File: src/rtl/hub_rpt_pkg.sv
package hub_rpt_pkg;

    typedef logic [1:0] line_t;

    // Line states as {dp, dm}
    localparam line_t LINE_SE0 = 2'b00;
    localparam line_t LINE_DP  = 2'b10;
    localparam line_t LINE_DM  = 2'b01;

    localparam logic [7:0] PID_PRE = 8'h3C;
    localparam logic [7:0] PID_SOF = 8'hA5;

    typedef enum logic [1:0] {
        DIR_IDLE = 2'd0,
        DIR_DOWN = 2'd1,
        DIR_UP   = 2'd2
    } dir_e;

    // Idle (J) level for a port of the given speed
    function automatic line_t idle_j(input logic is_ls);
        return is_ls ? LINE_DM : LINE_DP;
    endfunction

    // Start-of-packet (K) level for a port of the given speed
    function automatic line_t start_k(input logic is_ls);
        return is_ls ? LINE_DP : LINE_DM;
    endfunction

endpackage

File: src/rtl/hub_speed_latch.sv
module hub_speed_latch import hub_rpt_pkg::*; #(
    parameter int N_PORTS = 4
) (
    input  logic                   clk,
    input  logic                   rst,
    input  logic [N_PORTS-1:0]     port_attach,
    input  logic [2*N_PORTS-1:0]   dn_line,
    output logic [N_PORTS-1:0]     ls_port
);
    for (genvar g = 0; g < N_PORTS; g++) begin : g_port
        line_t ln;
        assign ln = dn_line[2*g +: 2];
        always_ff @(posedge clk) begin
            if (rst) begin
                ls_port[g] <= 1'b0;
            end else if (port_attach[g]) begin
                if (ln == LINE_DM)      ls_port[g] <= 1'b1;
                else if (ln == LINE_DP) ls_port[g] <= 1'b0;
            end
        end
    end
endmodule

File: src/rtl/hub_eop_detect.sv
module hub_eop_detect import hub_rpt_pkg::*; (
    input  logic  clk,
    input  logic  rst,
    input  logic  tick,
    input  logic  active,
    input  line_t line,
    input  line_t j_level,
    output logic  eop
);
    logic [1:0] se0_run;

    always_ff @(posedge clk) begin
        if (rst || !active) begin
            se0_run <= '0;
        end else if (tick) begin
            if (line == LINE_SE0)
                se0_run <= (se0_run == 2'd3) ? se0_run : se0_run + 2'd1;
            else
                se0_run <= '0;
        end
    end

    assign eop = tick && active && (line == j_level) && (se0_run >= 2'd2);
endmodule

File: src/rtl/hub_pre_window.sv
module hub_pre_window #(
    parameter int LS_DELAY = 4,
    localparam int DW = $clog2(LS_DELAY + 1)
) (
    input  logic clk,
    input  logic rst,
    input  logic tick,
    input  logic start,
    input  logic close,
    output logic open
);
    logic          armed;
    logic [DW-1:0] cnt;

    always_ff @(posedge clk) begin
        if (rst || close) begin
            armed <= 1'b0;
            cnt   <= '0;
            open  <= 1'b0;
        end else if (start) begin
            armed <= 1'b1;
            cnt   <= '0;
        end else if (tick && armed) begin
            if (cnt == DW'(LS_DELAY - 1)) begin
                open  <= 1'b1;
                armed <= 1'b0;
            end else begin
                cnt <= cnt + 1'b1;
            end
        end
    end
endmodule

File: src/rtl/hub_frame_timer.sv
module hub_frame_timer #(
    parameter int FRAME_BITS = 12000,
    localparam int FW = $clog2(FRAME_BITS)
) (
    input  logic          clk,
    input  logic          rst,
    input  logic          tick,
    input  logic          sof,
    output logic [FW-1:0] count
);
    always_ff @(posedge clk) begin
        if (rst || sof)
            count <= '0;
        else if (tick)
            count <= (count == FW'(FRAME_BITS - 1)) ? '0 : count + 1'b1;
    end
endmodule

File: src/rtl/hub_rpt_gate.sv
module hub_rpt_gate import hub_rpt_pkg::*; #(
    parameter int N_PORTS    = 4,
    parameter int LS_DELAY   = 4,
    parameter int FRAME_BITS = 12000,
    localparam int FW = $clog2(FRAME_BITS),
    localparam int PW = (N_PORTS > 1) ? $clog2(N_PORTS) : 1
) (
    input  logic                 clk,
    input  logic                 rst,
    input  logic                 fs_tick,
    input  logic [1:0]           up_line,
    input  logic [2*N_PORTS-1:0] dn_line,
    input  logic [N_PORTS-1:0]   port_en,
    input  logic [N_PORTS-1:0]   port_attach,
    input  logic                 pid_valid,
    input  logic [7:0]           pid,
    output logic                 up_drv_en,
    output logic [N_PORTS-1:0]   dn_drv_en,
    output logic [N_PORTS-1:0]   dn_ls_mode,
    output logic [FW-1:0]        frame_cnt
);
    dir_e               dir_q;
    logic [PW-1:0]      src_q;
    logic [N_PORTS-1:0] ls_port;
    logic [N_PORTS-1:0] dn_req;
    logic [PW-1:0]      pick;
    logic               up_req;
    line_t              src_line;
    line_t              src_j;
    logic               eop;
    logic               ls_open;
    logic               pre_start;
    logic               sof;

    hub_speed_latch #(.N_PORTS(N_PORTS)) u_speed (
        .clk(clk), .rst(rst), .port_attach(port_attach),
        .dn_line(dn_line), .ls_port(ls_port)
    );

    // Requests and lowest-index source pick
    always_comb begin
        dn_req = '0;
        pick   = '0;
        for (int i = 0; i < N_PORTS; i++)
            dn_req[i] = port_en[i] && (dn_line[2*i +: 2] == start_k(ls_port[i]));
        for (int i = N_PORTS - 1; i >= 0; i--)
            if (dn_req[i]) pick = PW'(i);
    end

    assign up_req = (up_line == LINE_DM);

    // Source line for end-of-packet tracking
    always_comb begin
        if (dir_q == DIR_UP) begin
            src_line = dn_line[2*src_q +: 2];
            src_j    = idle_j(ls_port[src_q]);
        end else begin
            src_line = up_line;
            src_j    = LINE_DP;
        end
    end

    hub_eop_detect u_eop (
        .clk(clk), .rst(rst), .tick(fs_tick), .active(dir_q != DIR_IDLE),
        .line(src_line), .j_level(src_j), .eop(eop)
    );

    assign pre_start = pid_valid && (pid == PID_PRE) && (dir_q == DIR_DOWN);
    assign sof       = pid_valid && (pid == PID_SOF);

    hub_pre_window #(.LS_DELAY(LS_DELAY)) u_pre (
        .clk(clk), .rst(rst), .tick(fs_tick), .start(pre_start),
        .close(eop), .open(ls_open)
    );

    hub_frame_timer #(.FRAME_BITS(FRAME_BITS)) u_frame (
        .clk(clk), .rst(rst), .tick(fs_tick), .sof(sof), .count(frame_cnt)
    );

    // Direction control
    always_ff @(posedge clk) begin
        if (rst) begin
            dir_q <= DIR_IDLE;
            src_q <= '0;
        end else begin
            unique case (dir_q)
                DIR_IDLE: if (fs_tick) begin
                    if (up_req) begin
                        dir_q <= DIR_DOWN;
                    end else if (|dn_req) begin
                        dir_q <= DIR_UP;
                        src_q <= pick;
                    end
                end
                DIR_DOWN, DIR_UP: if (eop) dir_q <= DIR_IDLE;
                default: dir_q <= DIR_IDLE;
            endcase
        end
    end

    // Driver enables
    logic [N_PORTS-1:0] fs_fwd, ls_fwd;
    assign fs_fwd     = port_en & ~ls_port;
    assign ls_fwd     = port_en & ls_port & {N_PORTS{ls_open}};
    assign dn_drv_en  = (dir_q == DIR_DOWN) ? (fs_fwd | ls_fwd) : '0;
    assign dn_ls_mode = (dir_q == DIR_DOWN) ? ls_fwd : '0;
    assign up_drv_en  = (dir_q == DIR_UP);
endmodule

File: config.mk
export PLATFORM = sky130hd
export DESIGN_NAME = hub_rpt_gate
export DESIGN_NICKNAME = d
export VERILOG_FILES = /design/src/rtl/hub_rpt_pkg.sv /design/src/rtl/hub_speed_latch.sv /design/src/rtl/hub_eop_detect.sv /design/src/rtl/hub_pre_window.sv /design/src/rtl/hub_frame_timer.sv /design/src/rtl/hub_rpt_gate.sv
export SDC_FILE = /design/constraint.sdc
export NUM_CORES = 1
export LEC_CHECK = 0
export ABC_AREA = 1
export BUFFER_PORTS_ARGS = -buffer_cell sky130_fd_sc_hd__buf_2
export CORE_AREA = 3 3 74 76
export DETAILED_ROUTE_END_ITERATION = 12
export DIE_AREA = 0 0 77 79
export PLACE_DENSITY_LB_ADDON = 0.08
export SLEW_MARGIN = 20
export SYNTH_ARGS = -nofsm -noshare
export SYNTH_HDL_FRONTEND = slang
export SYNTH_SLANG_ARGS = --single-unit
File: constraint.sdc
create_clock -name clk -period 3.9 [get_ports clk]
set_input_delay 0.39 -clock clk [delete_from_list [all_inputs] [get_ports clk]]
set_output_delay 0.39 -clock clk [all_outputs]
set_load 0.05 [all_outputs]
== After elaboration in Yosys (flattened, before gate mapping) ==
Index checks and enable logic that the tools add are counted.

* Reductions and logical operators: 37
* $lt $le $gt $ge: 2
* $add $sub $neg: 3
* Shift-type cells: 1
* Multiply operators: 0
* Equality and inequality tests: 25
* Bitwise gates (word level): 8
* Mux-type cells: 34
* Div/mod/pow operators: 0

{| class="wikitable"
|+ Operators with widths
! kind !! count
|-
| $mux W2 || 17
|-
| $add A14 B1 Y14 const B || 1
|-
| $eq A14 B14 Y1 const B || 1
|-
| $mux W14 || 1
|-
| $reduce_and A2 Y1 || 7
|-
| $reduce_bool A2 Y1 || 7
|-
| $and A4 B4 Y4 || 3
|-
| $eq A2 B1 Y1 const B || 6
|-
| $eq A2 B2 Y1 const B || 6
|-
| $mux W1 || 12
|-
| $logic_and A1 B1 Y1 || 11
|-
| $eq A2 B2 Y1 || 5
|-
| $eq A8 B6 Y1 const B || 1
|-
| $eq A8 B8 Y1 const B || 1
|-
| $mux W4 || 2
|-
| $shiftx A8 B4 Y2 || 1
|-
| $reduce_and A3 Y1 || 2
|-
| $logic_not A2 Y1 || 2
|-
| $ne A2 B2 Y1 const B || 2
|-
| $not A4 Y4 || 1
|-
| $or A4 B4 Y4 || 1
|-
| $pmux W2 S2 || 1
|-
| $reduce_and A4 Y1 || 1
|-
| $reduce_or A2 Y1 || 2
|-
| other kinds (12) || 16
|}

* Output and inout bits: 23
* Latch bits: 0
* Bits in writable memories: 0
* Bits in read-only memories: 0
* Memories: 0
* Logic and storage cells: 121
* Flip-flop bits (word level): 29

== Depth between registers and ports, before layout ==
* Depth in word-level cells: 9
* Mapped depth: 14
* Depth with buffers taken out: 14

== By module ==
A second synthesis with hierarchy kept.

* Cell total of the unflattened synthesis: 338
* Area, all modules: 2139.6 sq um

{| class="wikitable"
|+ Modules (own cells, without submodules)
! module !! cells each !! sequential area each (sq um) !! area an instance (sq um) !! times used
|-
| hub_frame_timer || 112 || 280.3 || 774.5 || 1
|-
| hub_rpt_gate || 126 || 80.1 || 655.6 || 1
|-
| hub_speed_latch || 37 || 80.1 || 269.0 || 1
|-
| hub_pre_window || 36 || 100.1 || 261.5 || 1
|-
| hub_eop_detect || 27 || 40.0 || 178.9 || 1
|}

== Worst setup path after synthesis ==
No wires, ideal clock.

* Kind: register to output
* Start point: register dir_q[1]
* End point: output port dn_drv_en[0]
* Data arrival time: 1.779 ns
* Data required time: 3.510 ns
* Cell stages (with the launch flop): 5
* Setup slack: 1.731 ns
* Cell sequence: dfxtp_1 inv_1 ha_1 inv_1 a211oi_1

* Word-level cells in the longest chain between the ends: 2

{| class="wikitable"
|+ Ends and longest elaborated chain
! what !! line !! text
|-
| start: declaration || hub_rpt_gate.sv:22 || <nowiki>dir_e dir_q;</nowiki>
|-
| start signal: assignment || hub_rpt_gate.sv:83 || <nowiki>dir_q <= DIR_IDLE;</nowiki>
|-
| start signal: assignment || hub_rpt_gate.sv:89 || <nowiki>dir_q <= DIR_DOWN;</nowiki>
|-
| start signal: assignment || hub_rpt_gate.sv:91 || <nowiki>dir_q <= DIR_UP;</nowiki>
|-
| $eq A2 B1 Y1 || hub_rpt_gate.sv:105 || <nowiki>assign dn_drv_en = (dir_q == DIR_DOWN) ? (fs_fwd | ls_fwd) : '0;</nowiki>
|-
| $mux W4 || hub_rpt_gate.sv:105 ||
|-
| end: declaration || hub_rpt_gate.sv:18 || <nowiki>output logic [N_PORTS-1:0] dn_drv_en,</nowiki>
|}

Every way passes these cells.

== Worst setup path in the final report ==
Ends and elaborated chain as after synthesis.

==> reports/results.tsv <==
stage	metric	value	unit
run_status	status	finished clean	
layout	Seq. cell area	581	sq um
timing	Worst Skew	5.47	ps
grt	most used routing layer	met2	
timing	endpoints failing setup	0	
timing	Max Freq	0.534	GHz
timing	fin. max-slew vios	0	
logic_synthesis	Yosys top cell by area	dfxtp_1	
grt	via count of the first global-routing pass	1819	
worst_setup_path	CP max FO	5	
worst_setup_path	Req. time, crit path	3510	ps
placed_design	Final GP Congestion	0.847	
grt	Global Route met2 Usage	26.5	%
clock_tree	CTS tree	yes	
logic_synthesis	main area contributors after synthesis	dfxtp_1 30%, nand2_1 15%, inv_1 9.0%	
clock_tree	post_cts resized	0	
die	die height	79	microns
detailed_routing	DRC viols	0	
logic_synthesis	largest family of logic cells by synthesized area	simple AND/OR/NAND/NOR gates	
detailed_routing	Initial DRC Count	81	
die	io pins	53	
detailed_routing	TritonRoute pass-1 iters	4	
grt	initial antenna violation count	0	
die	Core ar.	4790	sq um
grt	met1 Use GR	20.9	%
detailed_routing	DR vias/cell	4.67	
logic_synthesis	compound-gate portion of the synthesized area	11.8	%
grt	GRT Residual Overflow	0	
timing	Hold Violations, Final	0	
worst_setup_path	Crit path max-delay family	buffers and inverters	
detailed_routing	Antenna Violating Nets Remaining	0	
logic_synthesis	Synth warnings	0	
timing	min cycle time layout	1870	ps
logic_synthesis	post-synth net total	347	
clock_tree	H-tree levels	2	
logic_synthesis	post-synthesis mux area share	0	%
detailed_routing	via count	2009	
grt	Total Routing Usage GR	16.4	%
grt	first-pass GRT wire length	8.20	mm
logic_synthesis	simple-gate share of the synthesized area	39.2	%
worst_setup_path	crit path capture type	output port	
layout	nets	405	
worst_setup_path	Worst Path Arrival	1480	ps
logic_synthesis	Avg Cell Area, Syn	6.33	sq um
clock_tree	clk slew on worst S/H paths	60	ps
grt	largest net degree at the start of global routing	14	
worst_setup_path	worst flop-to-flop path startpoint	u_frame.count[0]$_SDFFE_PP0P_	
placed_design	port bufs	52	
timing	worst rel slew slack	73.1	%
clock_tree	CTS Hold Bufs	0	
worst_setup_path	CP most frequent cell	inv_1	
layout	Multi-input gate area	1160	sq um
pwr	leakage	1.14	nW
grt	met3 usage	4.99	%
logic_synthesis	post-synthesis instance area	1920	sq um
hold_path	min-delay src	port_attach[2]	
logic_synthesis	FF+latch count, synth	29	
clock_tree	clk root buf	clkbuf_8	
layout	filler cell count in the final layout	527	
timing	WHS	393	ps
detailed_routing	DR WL/cell	11.0	microns
logic_synthesis	adder and majority gate portion of the synthesized area	8.46	%
layout	Area growth syn-to-layout	22.1	%
clock_tree	Sink Count	29	
clock_tree	Worst-Skew Late Latency	280	ps
worst_setup_path	CP Launch Point	dir_q[1]$_SDFFE_PP0P_	
clock_tree	clk buf depth	2	
clock_tree	CTS buffer count	5	
timing	setup_tns	0	ps
worst_setup_path	WS Path Type	reg2out	
logic_synthesis	XOR/XNOR Fraction of Synth Area	0.911	%
hold_path	Hold Crit Class	in2reg	
die	Rows	25	
layout	share of post-route cells with drive strength above 1	21.5	%
worst_setup_path	Critical Path Source Type	flop	
pwr	VDD IR max	0.253	mV
die	die area	6080	sq um
worst_setup_path	crit path cell chain	inv_1 > ha_1 > inv_1 > a211oi_1 > buf_2	
worst_setup_path	crit-path max cell delay	320	ps
pwr	PD cells	355	nW/um^2
logic_synthesis	Yosys cell types	26	
logic_synthesis	Seq/Total Area, Yosys	30.2	%
timing	Worst Tran Pin Value	403	ps
die	Initial Utilization	40.2	%
flow_run	max cap viols	0	
die	die width	77	microns
worst_setup_path	CP max-delay cell	dfxtp_1	
timing	RSZ-0062 raised after global routing	false	
worst_setup_path	critical path buffer and inverter count	3	
placed_design	dpl hpwl	3.86	mm
logic_synthesis	Post-Syn Instances	304	
timing	setup ws final	2030	ps
detailed_routing	Detailed Route WL	4.75	mm
placed_design	Place WS	2120	ps
timing	crit share post-route	48.0	%
clock_tree	post-CTS setup buffer count	0	
logic_synthesis	top-area cell type share of the netlist area	30.2	%
layout	Antenna diodes	0	
## per-layer routing
metal / vias to the layer above / routed length, microns
met5: - / 0
met4: 0 / 52
met3: 4 / 257
met2: 48 / 2040
met1: 862 / 2400
li1: 1095 / -
## cell usage in the layout, fill, tap and decap left out, drive strengths merged
cell type | netlist | final
o21ai | 8 | 8
xor2 | 1 | 1
a41oi | 1 | 1
buf | 1 | 52
xnor2 | 1 | 1
nand2 | 81 | 81
a21oi | 19 | 19
clkinv | 0 | 2
ha | 13 | 13
a31oi | 3 | 3
or2 | 4 | 4
o31ai | 2 | 2
nor3 | 10 | 10
nand4 | 3 | 3
a31o | 1 | 1
inv | 47 | 47
nand3 | 27 | 27
dfxtp | 29 | 29
clkinvlp | 0 | 1
clkbuf | 0 | 5
o21a | 1 | 1
nor2 | 46 | 46
a211oi | 4 | 4
nor3b | 2 | 2
## power breakdown
part / internal [mW] / switching (mW) / leakage, nW
registers: 0.313 / 0.0158 / 0.235
logic: 0.0865 / 0.177 / 0.859
clock network: 0.123 / 0.118 / 0.0439
## state kept, by name (all words and copies together) (netlist names)
| register | flops |
|---|---|
| u_pre.cnt | 3 |
| u_pre.open | 1 |
| u_pre.armed | 1 |
| dir_q | 2 |
| u_eop.se0_run | 2 |
| src_q | 2 |
| u_frame.count | 14 |
| u_speed.ls_port | 4 |
## worst register-to-register path, stage by stage (launching register included)
cell and delay [ps]:
dfxtp_1 380, ha_1 180, nand2_1 70, nor2_1 200, nand3_1 120, nor2_2 180
nand2_1 110, nor3_2 140, nand2_1 80, o21ai_0 150, a21oi_1 50
## path summary, 6_finish.rpt
kind                                                        end  slack (ps)  cells past startpoint
worst max-delay path                               dn_drv_en[0]        2030                      5
worst min register to register        u_pre.cnt[2]$_SDFFE_PP0P_         460                      2
worst max register to register   u_frame.count[12]$_SDFFE_PP0P_        2120                     10
worst min-delay path            u_speed.ls_port[2]$_SDFFE_PP0P_         390                      3
## metrics by stage
| step | total power, mW | instances | util [%] | area (sq um) |
|---|---|---|---|---|
| 3_5_place_dp | 0.601 | 422 | 47.3 | 2260 |
| 5_1_grt | 0.905 | 430 | 49.1 | 2350 |
| 4_1_cts | 0.847 | 430 | 49.1 | 2350 |
| 6_report | 0.834 | 430 | 49.1 | 2350 |
| 2_1_floorplan | 0.533 | 304 | - | 1920 |
| 3_3_place_gp | 0.599 | 422 | 47.3 | 2260 |
## synth_stat cells
cell type  count
a21oi_1       19
a31o_2         1
nor3b_1        2
o21a_1         1
nor3_1         8
a211oi_1       4
a31oi_1        3
xor2_1         1
nor2_1        42
a41oi_1        1
o21ai_2        1
inv_1         46
buf_2          1
inv_2          1
o31ai_1        2
nor3_2         2
nand4_1        3
or2_2          4
nand2_2        5
o21ai_0        7
nor2_2         4
ha_1          13
nand3_1       27
xnor2_1        1
dfxtp_1       29
nand2_1       76
## cell families (layout without fill, tap and decap cells)
kind of cell             count (synthesis)  count (layout)
AO/OA/AOI/OAI                           39              39
XOR/XNOR                                 2               2
adder cells (fa/ha/maj)                 13              13
buffers and inverters                   48             107
flip-flops                              29              29
AND/OR/NAND/NOR                        173             173
## cell type report
cell class | instances | share of cell area (%)
tap | 67 | 3.57
inverter | 47 | 7.51
clock inverter | 3 | 0.746
sequential | 29 | 24.7
timing repair buffer | 52 | 11.1
clock buffer | 5 | 2.93
multi-input combinational | 227 | 49.4
(Power assumes the default switching activity.)
